File: src/rtl/prg_map_pkg.sv
package prg_map_pkg;
  localparam int DATA_W  = 8;
  localparam int ADDR_W  = 16;
  localparam int BASE_W  = 12;
  localparam int BANK_W  = BASE_W + 1;
  localparam int NWIN    = 4;
  localparam int INNER_N = 4;   // inner regs 6..9 feed program windows
endpackage

File: src/rtl/prg_wr_decode.sv
module prg_wr_decode
  import prg_map_pkg::*;
(
  input  logic                           clk,
  input  logic                           rst,
  input  logic                           wr_en,
  input  logic [ADDR_W-1:0]              wr_addr,
  input  logic [DATA_W-1:0]              wr_data,
  input  logic [2:0]                     dip_sel,
  output logic [2:0]                     mode,
  output logic                           o0_b3,
  output logic                           o0_b7,
  output logic [6:0]                     o1_lo,
  output logic [2:0]                     o2_hi,
  output logic                           ext_en,
  output logic                           swap_en,
  output logic [INNER_N-1:0][DATA_W-1:0] inner
);
  logic [3:0] ctrl_idx;
  logic       lock_bit, ovr_bit;

  logic [7:0] dip_win;
  logic       lo_region, dip_hit, lo_open, outer_we;
  logic       hi_wr, ctrl_we, data_we, ram_we;
  logic [3:0] sel_idx;
  logic       slot_hit;
  logic [1:0] slot;
  logic       unused_bits;

  assign unused_bits = ^wr_addr[3:2];
  assign dip_win   = wr_addr[11:4];
  assign dip_hit   = dip_win[dip_sel];
  assign lo_region = (wr_addr[15:12] == 4'h5);
  assign lo_open   = !lock_bit || ovr_bit;
  assign outer_we  = wr_en && lo_region && dip_hit && lo_open;

  assign hi_wr   = wr_en && wr_addr[15];
  assign ctrl_we = hi_wr && ({wr_addr[14:13], wr_addr[0]} == 3'b000);
  assign data_we = hi_wr && ({wr_addr[14:13], wr_addr[0]} == 3'b001);
  assign ram_we  = hi_wr && ({wr_addr[14:13], wr_addr[0]} == 3'b011);

  assign sel_idx  = ctrl_idx & (ext_en ? 4'hF : 4'h7);
  assign slot_hit = (sel_idx >= 4'd6) && (sel_idx <= 4'd9);
  assign slot     = sel_idx[1:0] - 2'd2;

  always_ff @(posedge clk) begin
    if (rst) begin
      mode  <= '0;
      o0_b3 <= 1'b0;
      o0_b7 <= 1'b0;
      o1_lo <= '0;
      o2_hi <= '0;
      ext_en <= 1'b0;
    end else if (outer_we) begin
      case (wr_addr[1:0])
        2'd0: begin
          mode  <= wr_data[2:0];
          o0_b3 <= wr_data[3];
          o0_b7 <= wr_data[7];
        end
        2'd1: o1_lo  <= wr_data[6:0];
        2'd2: o2_hi  <= wr_data[7:5];
        default: ext_en <= wr_data[1];
      endcase
    end
  end

  always_ff @(posedge clk) begin
    if (rst) begin
      ctrl_idx <= '0;
      swap_en  <= 1'b0;
      lock_bit <= 1'b0;
      ovr_bit  <= 1'b0;
    end else begin
      if (ctrl_we) begin
        ctrl_idx <= wr_data[3:0];
        swap_en  <= wr_data[6];
      end
      if (ram_we) begin
        lock_bit <= wr_data[5];
        ovr_bit  <= wr_data[6];
      end
    end
  end

  always_ff @(posedge clk) begin
    if (rst) begin
      inner[0] <= 8'h00;
      inner[1] <= 8'h01;
      inner[2] <= 8'hFE;
      inner[3] <= 8'hFF;
    end else if (data_we && slot_hit) begin
      inner[slot] <= wr_data;
    end
  end


  blocked_outer_hold_chk: assert property (@(posedge clk) disable iff (rst)
    (wr_en && lo_region && !(dip_hit && lo_open)) |=>
      $stable({mode, o0_b3, o0_b7, o1_lo, o2_hi, ext_en}));


  inner_idx_ignore_chk: assert property (@(posedge clk) disable iff (rst)
    (data_we && !slot_hit) |=> $stable(inner));
endmodule

File: src/rtl/prg_base_build.sv
module prg_base_build
  import prg_map_pkg::*;
(
  input  logic              o0_b3,
  input  logic              o0_b7,
  input  logic [6:0]        o1_lo,
  input  logic [2:0]        o2_hi,
  output logic [BASE_W-1:0] base
);
  // o2_hi holds outer reg 2 bits 7:5
  assign base = {o2_hi[0], o2_hi[2:1], o0_b7, o0_b3, o1_lo};
endmodule

File: src/rtl/prg_window_calc.sv
module prg_window_calc
  import prg_map_pkg::*;
(
  input  logic [2:0]                     mode,
  input  logic [BASE_W-1:0]              base,
  input  logic                           ext_en,
  input  logic                           swap_en,
  input  logic [INNER_N-1:0][DATA_W-1:0] inner,
  output logic [NWIN-1:0][BANK_W-1:0]    bank
);
  logic [BANK_W-1:0] base2, mask_w, outer_c;
  logic [5:0]        mask6;
  logic [NWIN-1:0][DATA_W-1:0] src;

  assign base2   = {base, 1'b0};
  assign mask6   = 6'h3F >> mode[1:0];
  assign mask_w  = {{(BANK_W-6){1'b0}}, mask6};
  assign outer_c = base2 & ~mask_w;

  assign src[0] = inner[0];
  assign src[1] = inner[1];
  assign src[2] = ext_en ? inner[2] : 8'hFE;
  assign src[3] = ext_en ? inner[3] : 8'hFF;

  for (genvar w = 0; w < NWIN; w++) begin : g_win
    logic [DATA_W-1:0] pick;
    logic [BANK_W-1:0] pick_w;
    if (w == 0 || w == 2) begin : g_swp
      assign pick = swap_en ? src[w ^ 2] : src[w];
    end else begin : g_fix
      assign pick = src[w];
    end
    assign pick_w = {{(BANK_W-DATA_W){1'b0}}, pick};

    always_comb begin
      if (mode[2])
        bank[w] = {base[BASE_W-1:1], 2'(w)};
      else if (mode == 3'd3)
        bank[w] = {base, 1'(w)};
      else if (ext_en)
        bank[w] = pick_w | base2;
      else
        bank[w] = (pick_w & mask_w) | outer_c;
    end
  end
endmodule

File: src/rtl/prg_bank_mapper.sv
module prg_bank_mapper
  import prg_map_pkg::*;
(
  input  logic                        clk,
  input  logic                        rst,
  input  logic                        wr_en,
  input  logic [ADDR_W-1:0]           wr_addr,
  input  logic [DATA_W-1:0]           wr_data,
  input  logic [2:0]                  dip_sel,
  output logic [NWIN-1:0][BANK_W-1:0] win_bank
);
  logic [2:0]                     mode;
  logic                           o0_b3, o0_b7, ext_en, swap_en;
  logic [6:0]                     o1_lo;
  logic [2:0]                     o2_hi;
  logic [INNER_N-1:0][DATA_W-1:0] inner;
  logic [BASE_W-1:0]              base;
  logic [NWIN-1:0][BANK_W-1:0]    bank_nx;

  prg_wr_decode u_dec (
    .clk(clk), .rst(rst), .wr_en(wr_en), .wr_addr(wr_addr),
    .wr_data(wr_data), .dip_sel(dip_sel), .mode(mode),
    .o0_b3(o0_b3), .o0_b7(o0_b7), .o1_lo(o1_lo), .o2_hi(o2_hi),
    .ext_en(ext_en), .swap_en(swap_en), .inner(inner)
  );

  prg_base_build u_base (
    .o0_b3(o0_b3), .o0_b7(o0_b7), .o1_lo(o1_lo), .o2_hi(o2_hi),
    .base(base)
  );

  prg_window_calc u_win (
    .mode(mode), .base(base), .ext_en(ext_en), .swap_en(swap_en),
    .inner(inner), .bank(bank_nx)
  );

  always_ff @(posedge clk) begin
    if (rst) win_bank <= '0;
    else     win_bank <= bank_nx;
  end


  mirror16_chk: assert property (@(posedge clk) disable iff (rst)
    ($past(mode) == 3'd3 && !$past(rst)) |->
      (win_bank[0] == win_bank[2] && win_bank[1] == win_bank[3] &&
       win_bank[1] == win_bank[0] + 1'b1));


  bank32_lsb_chk: assert property (@(posedge clk) disable iff (rst)
    ($past(mode[2]) && !$past(rst)) |->
      (win_bank[0][1:0] == 2'd0 && win_bank[3] == win_bank[0] + 2'd3));


  classic_top_chk: assert property (@(posedge clk) disable iff (rst)
    (!$past(rst) && $past(mode) < 3'd3 && !$past(ext_en)) |->
      ((win_bank[3][5:0] | ~(6'h3F >> $past(mode[1:0]))) == 6'h3F));
endmodule

File: config.mk
export PLATFORM = sky130hd
export DESIGN_NAME = prg_bank_mapper
export DESIGN_NICKNAME = d
export VERILOG_FILES = /design/src/rtl/prg_map_pkg.sv /design/src/rtl/prg_wr_decode.sv /design/src/rtl/prg_base_build.sv /design/src/rtl/prg_window_calc.sv /design/src/rtl/prg_bank_mapper.sv
export SDC_FILE = /design/constraint.sdc
export NUM_CORES = 1
export LEC_CHECK = 0
export BUFFER_PORTS_ARGS = -buffer_cell sky130_fd_sc_hd__buf_4
export CAP_MARGIN = 20
export CORE_MARGIN = 1.5
export CORE_UTILIZATION = 45
export CTS_CLUSTER_DIAMETER = 50
export CTS_CLUSTER_SIZE = 8
export DETAILED_ROUTE_END_ITERATION = 10
export GPL_TIMING_DRIVEN = 0
export HOLD_SLACK_MARGIN = 0.06
export PLACE_DENSITY = 0.68
export SLEW_MARGIN = 15
export SYNTH_ARGS = -nofsm -noshare
export SYNTH_HDL_FRONTEND = slang
export SYNTH_SLANG_ARGS = --single-unit
File: constraint.sdc
create_clock -name clk -period 4.2 [get_ports clk]
set_input_delay 0 -clock clk [delete_from_list [all_inputs] [get_ports clk]]
set_output_delay 0 -clock clk [all_outputs]
set_load 0.05 [all_outputs]
# Yosys cells after proc, flatten, opt, wreduce, memory -nomap -nowiden
# Index checks and enable logic that the tools add are counted.
# classes
n_reduce_logical,21
n_eq_ne,6
n_shift,1
n_bitwise,16
addsub,1
magnitude_cmp,5
mux,22
# op_table
op,n
$mux 13,12
$or 13x13->13,4
$or 8x13->13,4
$mux 8,5
$and 8x6->8,4
$bwmux 32,1
$demux 8 s2,1
$and 13x13->13,1
$not 6->13,1
$logic_and 1x1->1,10
$reduce_and 2->1,4
$eq 3x2->1 const B,2
$reduce_or 3->1,2
$shr 6x2->6 const A,1
$and 4x4->4,1
$eq 4x3->1 const B,1
$ge 4x3->1 const B,1
$le 4x4->1 const B,1
$lt 3x4->1 const B,1
$mux 4,1
$bmux 1 s3,1
$eq 3x1->1 const B,1
$logic_not 3->1,1
$lt 2x3->1 const B,1
other kinds (10),10
# word_totals
output_inout_bits,52
in_bits,30
reg_bits,107
elab_cells,94

# Depth between registers and ports, before layout
# Gate-level depths: netlist of run 1.
# logic_depth
word_depth,8
depth_mapped,8

# By module
# A second synthesis of run 1 with hierarchy kept.
# unflattened
cells_unflattened,475
hier_area_um2,4645.7
# modules_own_cells
module,area_each_um2,cells_each,n_inst,seq_area_each_um2
prg_wr_decode,2351.0,230,1,1101.1
prg_bank_mapper,1391.3,109,1,1041.0
prg_window_calc,813.3,124,1,0.0
prg_base_build,90.1,12,1,0.0

# Worst setup path before layout of run 1
# OpenSTA, ideal clock, no wires.
# synth_timing
path_type,register to register
from,register u_dec.ext_en
to,register u_dec.inner[30] (netlist bit)
t_arrival_ps,1359
slack_ps,2771
path_stages_with_launch,9
path_buffers,3
cell_sequence,dfxtp_1 buf_2 nand2_1 nor2_1 and4b_1 clkbuf_1 buf_2 nor3_1 a21oi_1
# synth_via
elab_chain_len,5
elab_cells_between_ends,6
cone_classes,order compare: 2; mux: 1; bitwise: 1; reduce/logical: 2
# synth_rtl
item,line_no,source
"start, declared",prg_wr_decode.sv:15,"output logic ext_en,"
"start signal, assigned",prg_wr_decode.sv:63,default: ext_en <= wr_data[1];
$mux 4 (*),prg_wr_decode.sv:42,assign sel_idx = ctrl_idx & (ext_en ? 4'hF : 4'h7);
$and 4x4->4 (*),prg_wr_decode.sv:42,
$ge 4x3->1 or $le 4x4->1 (tied branches),prg_wr_decode.sv:43,assign slot_hit = (sel_idx >= 4'd6) && (sel_idx <= 4'd9);
$logic_and 1x1->1 (*),prg_wr_decode.sv:43,
$logic_and 1x1->1 (*),prg_wr_decode.sv:92,end else if (data_we && slot_hit) begin
"end signal, assigned by index",prg_wr_decode.sv:93,inner[slot] <= wr_data;
"end, declared",prg_wr_decode.sv:17,output logic [INNER_N-1:0][DATA_W-1:0] inner
# Mark *: on every way between the ends. The rest lies on a longest branch, timed or not.
# A chain may end at the register's enable or synchronous reset.

# Worst setup path after layout of run 1
# layout_timing
from,register u_dec.ext_en
to,register win_bank[19] (netlist bit)
# layout_via
elab_chain_len,3
# layout_rtl
item,line_no,source
$mux 13,prg_window_calc.sv:40,else if (ext_en)
$mux 13,prg_window_calc.sv:38,else if (mode == 3'd3)
$mux 13,prg_window_calc.sv:36,if (mode[2])
"end signal, assigned",prg_bank_mapper.sv:39,else win_bank <= bank_nx;
"end, declared",prg_bank_mapper.sv:10,output logic [NWIN-1:0][BANK_W-1:0] win_bank
# Every way passes these cells.

==> results of run 1 <==
-- worst max-delay path: stages (launching register included) --
cell      delay [ns]
dfxtp_1         0.31
buf_2           0.23
inv_1           0.18
clkbuf_1        0.30
nor2_1          0.58
a21oi_1         0.15
nor2_1          0.10
-- synthesized netlist by cell type (2+ instances only) --
cell type / count
dfxtp_1: 92
nor2_1: 61
a21oi_1: 52
mux2i_1: 35
nand2b_1: 28
clkbuf_1: 19
nor3_1: 19
nand2_1: 18
o21ai_0: 17
buf_4: 16
inv_1: 11
nand3b_1: 8
buf_2: 4
and2_1: 3
nand3_1: 3
or3_1: 3
or4_1: 3
a211oi_1: 2
and3_1: 2
and4b_1: 2
-- layout make-up --
type / instances / area, µm²
Clock buffer: 10 / 127.6
Tap cell: 102 / 127.6
Timing Repair Buffer: 87 / 678.2
Inverter: 12 / 45.04
Clock inverter: 6 / 87.58
Fill cell: 709 / 3108
Multi-Input combinational cell: 275 / 1615
Buffer: 40 / 216.5
Sequential cell: 92 / 1842
-- kinds of logic after synthesis --
| logic type | after synthesis | share of synthesized area, % |
|---|---|---|
| AND/OR/NAND/NOR | 160 | 22.31 |
| AO/OA/AOI/OAI | 79 | 11.44 |
| buffers and inverters | 52 | 7.032 |
| multiplexers | 35 | 9.421 |
| flip-flops | 92 | 49.53 |
| adder cells (fa/ha/maj) | 1 | 0.2692 |
-- flip-flops by register name (all words and copies together), names as in the netlist --
register / count
u_dec.o0_b7: 1
u_dec.ext_en: 1
u_dec.mode: 3
u_dec.o2_hi: 3
u_dec.ctrl_idx: 4
u_dec.ovr_bit: 1
u_dec.inner: 32
u_dec.swap_en: 1
win_bank: 37
u_dec.o1_lo: 7
u_dec.lock_bit: 1
u_dec.o0_b3: 1
-- layer usage --
| metal | part of all wire (%) | global-route usage [%] |
|---|---|---|
| met1 | 45 | 28.64 |
| met2 | 47 | 37.80 |
| met3 | 6.3 | 3.236 |
| met4 | 2.1 | 9.453 |
| met5 | 0 | 0 |
-- per-stage QoR --
step	setup WS, ns	total power [mW]	hold WS, ns	utilization (%)
final	2.276	1.656	0.06148	60.40
after global routing	2.134	1.718	0.08671	60.40
after CTS	2.313	1.662	0.06060	60.40
after detailed placement	2.324	1.025	0.2881	56.38
after global placement	2.347	1.023	0.2733	56.38
after floorplan	2.771	0.9714	0.1387	-
-- how the worst min path moves through the flow --
stage | end | slack [ns] | cells after the start
floorplan | u_dec.swap_en | 0.14 | 2
global placement | u_dec.inner[4] | 0.27 | 3
detailed placement | u_dec.inner[7] | 0.29 | 3
CTS | u_dec.ext_en | 0.06 | 4
global route | u_dec.ctrl_idx[0] | 0.09 | 4
finish | u_dec.ext_en | 0.06 | 4
-- report_power, final --
group	switching [mW]	leakage, nW	internal, mW
Combinational	0.0795	1.22	0.0496
Clock	0.307	0.111	0.337
Sequential	0.00336	0.746	0.880
Total	0.390	2.07	1.27
-- what timing repair did --
item | 4_1_cts | 5_1_grt
hold endpoints to repair | 51 | 0
hold buffers | 10 | 0
setup buffers | 0 | 0
==> summary.md, run 1 <==
| Metric | Value |
|---|---|
| Outcome | `completed` |
| Clk_skew | `0.008907 ns` |
| Largest net degree at the start of global routing | `16` |
| Worst Hold Launch | `wr_addr[0]` |
| Area post-placement | `4424 µm²` |
| First-pass GRT wire length | `14,900 µm` |
| Vias in the first global route | `3,053` |
| Non-Filler Instances | `624` |
| Synth Flop Type | `dfxtp_1` |
| Mean Syn Cell Area | `8.875 µm²` |
| Final instance area | `4740 µm²` |
| # IOs | `82` |
| Number of buffers created by CTS | `9` |
| Leakage | `2.075 nW` |
| Detailed-route wire length | `9447 µm` |
| Vias per std cell | `5.245` |
| Placed Cells | `598` |
| H-tree levels | `3` |
| Core area | `7848 µm²` |
| Total grt overflow | `0` |
| Root Driver | `clkbuf_8` |
| DR iter-0 viols | `213` |
| Worst setup EP type | `register` |
| Total Nets Final | `547` |
| Synth warn | `0` |
| Die Span Y | `93.91 µm` |
| Sequential-to-total area share from yosys stat | `49.53%` |
| Worst Setup EP | `win_bank[19]` |
| Ys async rst share | `0%` |
| Crit start category | `register` |
| Starting density of the core | `47.39%` |
| Clock Tree Buf Depth | `2` |
| Synth Cell Area | `3719 µm²` |
| Rows | `32` |
| EDFF count, synth | `0` |
| Post-Syn Instances | `419` |
| Die Wd | `93.91 µm` |
| Layout cell share with drive strength beyond 1 | `22.80%` |
| Via count | `3,273` |
| Synth-to-Final Area Change | `27.46%` |
| Number of endpoints failing setup at the final stage | `0` |
| CTS sink cnt | `92` |
| Top cell type's share of synthesized area | `49.53%` |
| Worst-case headroom to the max-slew limit | `39.61%` |
| Max Slew Vio Count | `0` |
| Worst Hold Class | `input port to register` |
| RR Startpoint | `u_dec.ext_en` |
| Post-route minimum period | `1.924 ns` |
| Reg clk slew, reported paths | `0.09 ns` |
| Gpl congestion | `0.8452` |
| Worst-skew pair later-pin latency | `0.36 ns` |
| Max cap viols | `0` |
| Tcrit/Tclk final | `45.81%` |
| Least-Margin Pin Slew | `0.8984 ns` |
| Die area | `8818 µm²` |
| Top cells by area, synth | `dfxtp_1 (50%), mux2i_1 (9.4%), a21oi_1 (7.0%), nor2_1 (6.2%), nand2b_1 (4.7%)` |
| RSZ-0062 raised after global routing | `false` |
| Post-synth cell types | `41` |
| CP Launch Point | `u_dec.ext_en` |
| Highest clock rate | `519.7 MHz` |
| Setup CP Type | `register to register` |
| Worst reg-to-reg setup slack | `2.28 ns` |
| WP data arrival | `2.22 ns` |
| Pre-antenna DRT Iters | `5` |
| Post-route ant nets | `0` |
| # diodes | `0` |
| Worst vdd ir | `0.1906 mV` |
| Initial antenna violation count | `0` |
| Final Hold Viols | `0` |
| Synthesized flop and latch total | `92` |
| Total GRT Usage | `22.45%` |
| FF-to-FF End | `win_bank[19]` |
| Crit Path Max Fanout | `10` |
| CTS resizes | `0` |
| Post-Route Setup TNS | `0 ns` |
| Synthesized net count | `449` |
| Most common cell after layout, fill and taps aside | `buf_4` |
| R2R cell count | `6` |
| Power Dens Cells | `349.5 nW/µm²` |
| Most frequent cells in the layout | `buf_4 (93), dfxtp_1 (92), nor2_1 (61), a21oi_1 (52), mux2i_1 (35)` |
| DRC violations left | `0` |
| Detailed placer's ending HPWL | `6673 µm` |
| PortBufs | `77` |
| Synth area leader | `dfxtp_1` |
| CTS tree | `built` |
| Worst path required time | `4.50 ns` |
| Routed WL per cell | `15.14 µm` |
Power figures use the tool's default switching activity.
==> run 2, diff against run 1 <==
==> constraint.sdc (replaced) <==
create_clock -name clk -period 2 [get_ports clk]
set_input_delay 0 -clock clk [delete_from_list [all_inputs] [get_ports clk]]
set_output_delay 0 -clock clk [all_outputs]
set_load 0.05 [all_outputs]
==> run 2 against run 1 <==
Worst hold slack better by 0.019 ns. Cell area up 0.45%. Highest routed layer unchanged. Routed wire length up 0.74%. Clock power up 110%. Clock-buffer cell count unchanged. Setup slack worse by 2.1 ns. Non-clock buffer count up 2. Sequential power up 110%. Global-route usage down 0.051 points. Core utilization up 0.27 points. Fmax up 7.3%. Largest power group unchanged.
==> summary.md, run 2 (synthesized netlist as in run 1, its figures left out) <==
| Metric | Value |
|---|---|
| # diodes | `0` |
| Pre-antenna DRT Iters | `5` |
| Flip-flop count of the largest register after layout | `37` |
| First-pass GRT wire length | `14,870 µm` |
| Final instance area | `4761 µm²` |
| Int Power | `2.660 mW` |
| Final setup margin | `0.2065 ns` |
| Clk_skew | `0.01020 ns` |
| # fillers | `711` |
| CTS tree | `built` |
| Worst Hold Launch | `wr_addr[13]` |
| Most frequent cells in the layout | `buf_4 (96), dfxtp_1 (92), nor2_1 (60), a21oi_1 (52), mux2i_1 (35)` |
| Number of endpoints failing setup at the final stage | `0` |
| Sequential fraction of design power | `53.4%` |
| Outcome | `completed` |
| Layout cell share with drive strength beyond 1 | `23.47%` |
| Final Hold Viols | `0` |
| Area post-placement | `4424 µm²` |
| Max Slew Vio Count | `0` |
| Worst-skew pair later-pin latency | `0.36 ns` |
| Starting density of the core | `47.39%` |
| Die Wd | `93.91 µm` |
| Root Driver | `clkbuf_8` |
| Worst Path Buf+Inv | `3` |
| CP delay by family, top | `buffers and inverters` |
| Comb pwr share | `7.9%` |
| Number of buffers created by CTS | `9` |
| Clock Tree Buf Depth | `2` |
| WHS Endpoint | `u_dec.lock_bit` |
| Post-route minimum period | `1.794 ns` |
| Largest register by flop count | `win_bank` |
| Worst-case headroom to the max-slew limit | `40.04%` |
| Total GRT Usage | `22.40%` |
| Worst reg-to-reg setup slack | `0.21 ns` |
| Initial antenna violation count | `0` |
| Switch Pwr | `0.8115 mW` |
| WP data arrival | `2.08 ns` |
| H-tree levels | `3` |
| Worst Hold Class | `input port to register` |
| Post-route ant nets | `0` |
| Power Dens Cells | `729.2 nW/µm²` |
| Die area | `8818 µm²` |
| Detailed placer's ending HPWL | `6673 µm` |
| Crit Path Max Fanout | `10` |
| Worst vdd ir | `0.4002 mV` |
| PortBufs | `77` |
| Post-Route Setup TNS | `0 ns` |
| Worst hold stages | `4` |
| Least-Margin Pin Slew | `0.8919 ns` |
| Reg clk slew, reported paths | `0.09 ns` |
| Pre-CTS setup slack | `0.1236 ns` |
| Highest clock rate | `557.6 MHz` |
| Rows | `32` |
| Total grt overflow | `0` |
| Largest net degree at the start of global routing | `16` |
| RSZ-0062 raised after global routing | `false` |
| Setup CP Type | `register to register` |
| Detailed-route wire length | `9517 µm` |
| Die Span Y | `93.91 µm` |
| R2R cell count | `7` |
| Via count | `3,275` |
| Core area | `7848 µm²` |
| Largest regs | `win_bank: 37 flops, u_dec.inner: 32 flops, u_dec.o1_lo: 7 flops` |
| Leakage | `2.083 nW` |
| # IOs | `82` |
| Sw Ratio | `23.38%` |
| Routed WL per cell | `15.20 µm` |
| Vias in the first global route | `3,048` |
| Synth-to-Final Area Change | `28.03%` |
| Total Nets Final | `549` |
| Max cap viols | `0` |
| RR Startpoint | `u_dec.ext_en` |
| Gpl congestion | `0.8452` |
| Slowest cell delay on critical path | `0.49 ns` |
| CTS sink cnt | `92` |
| Tcrit/Tclk final | `89.68%` |
| Worst setup EP type | `register` |
| Worst path required time | `2.28 ns` |
| Vias per std cell | `5.232` |
| DRC violations left | `0` |
| Crit start category | `register` |
| CP max stage cell | `clkbuf_1` |
| DR iter-0 viols | `232` |
| FF-to-FF End | `win_bank[31]` |
| Crit-path cells | `buf_2 -> inv_1 -> clkbuf_1 -> nor2_1 -> o21ai_0 -> nand2_1 -> a21oi_1` |
| Clock share of power | `38.7%` |
| Most common cell after layout, fill and taps aside | `buf_4` |
[run 2: cell types whose count changed in the layout (fill, tap and decap cells not counted), sizes merged]
cell | previous run | this run
buf | 97 | 100
clkbuf | 30 | 29
[run 2: power groups by stage]
| stage | registers, mW | logic (mW) | clock network (mW) |
|---|---|---|---|
| 2_1_floorplan | 1.95 | 0.0891 | 0 |
| 3_3_place_gp | 1.90 | 0.252 | 0 |
| 3_5_place_dp | 1.90 | 0.256 | 0 |
| 4_1_cts | 1.86 | 0.272 | 1.36 |
| 5_1_grt | 1.86 | 0.291 | 1.46 |
| 6_report | 1.85 | 0.273 | 1.34 |
[run 2: worst max path at each step]
| stage | cells after the start | from | end |
|---|---|---|---|
| final | 7 | u_dec.ext_en | win_bank[31] |
| after global routing | 6 | u_dec.ext_en | win_bank[44] |
| after CTS | 6 | u_dec.ext_en | win_bank[32] |
| after detailed placement | 6 | u_dec.ext_en | win_bank[32] |
| after global placement | 6 | u_dec.ext_en | win_bank[46] |
| after floorplan | 8 | u_dec.ext_en | u_dec.inner[30] |
[run 2: final cells by class]
cell class | instances | area (µm²) | area share (%)
sequential | 92 | 1842 | 38.69
multi-input combinational | 275 | 1618 | 33.98
timing repair buffer | 90 | 700.7 | 14.72
buffer | 39 | 212.7 | 4.468
clock buffer | 10 | 127.6 | 2.681
tap | 102 | 127.6 | 2.681
clock inverter | 6 | 87.58 | 1.840
inverter | 12 | 45.04 | 0.9461
[run 2: stage by stage]
step	cells	utilization, %	hold WS (ns)	power, mW
after floorplan	419	-	0.1387	2.040
after global placement	598	56.38	0.2733	2.149
after detailed placement	598	56.38	0.2881	2.153
after CTS	624	60.40	0.07924	3.491
after global routing	626	60.67	0.08671	3.609
final	626	60.67	0.08066	3.472
[run 2: tightest hold or removal path: cells and delay by family]
| family | cells | cell delay (ns) |
|---|---|---|
| muxes | 1 | 0.08 |
| buffers and inverters | 1 | 0.13 |
| and+or+nand+nor | 2 | 0.19 |
[run 2: metal layers]
layer	vias to the layer above	GRT usage [%]	share of wire [%]
met4	0	9.453	2.0
met5	-	0	0
met3	15	3.236	6.7
li1	1615	-	-
met1	1500	28.49	45
met2	145	37.80	47
[run 2: what timing repair did]
item,CTS,global route
hold endpoints to repair,51,0
hold buffers,10,0
gates resized for setup,0,1
endpoints found under the setup margin,0,10
setup buffers,0,3
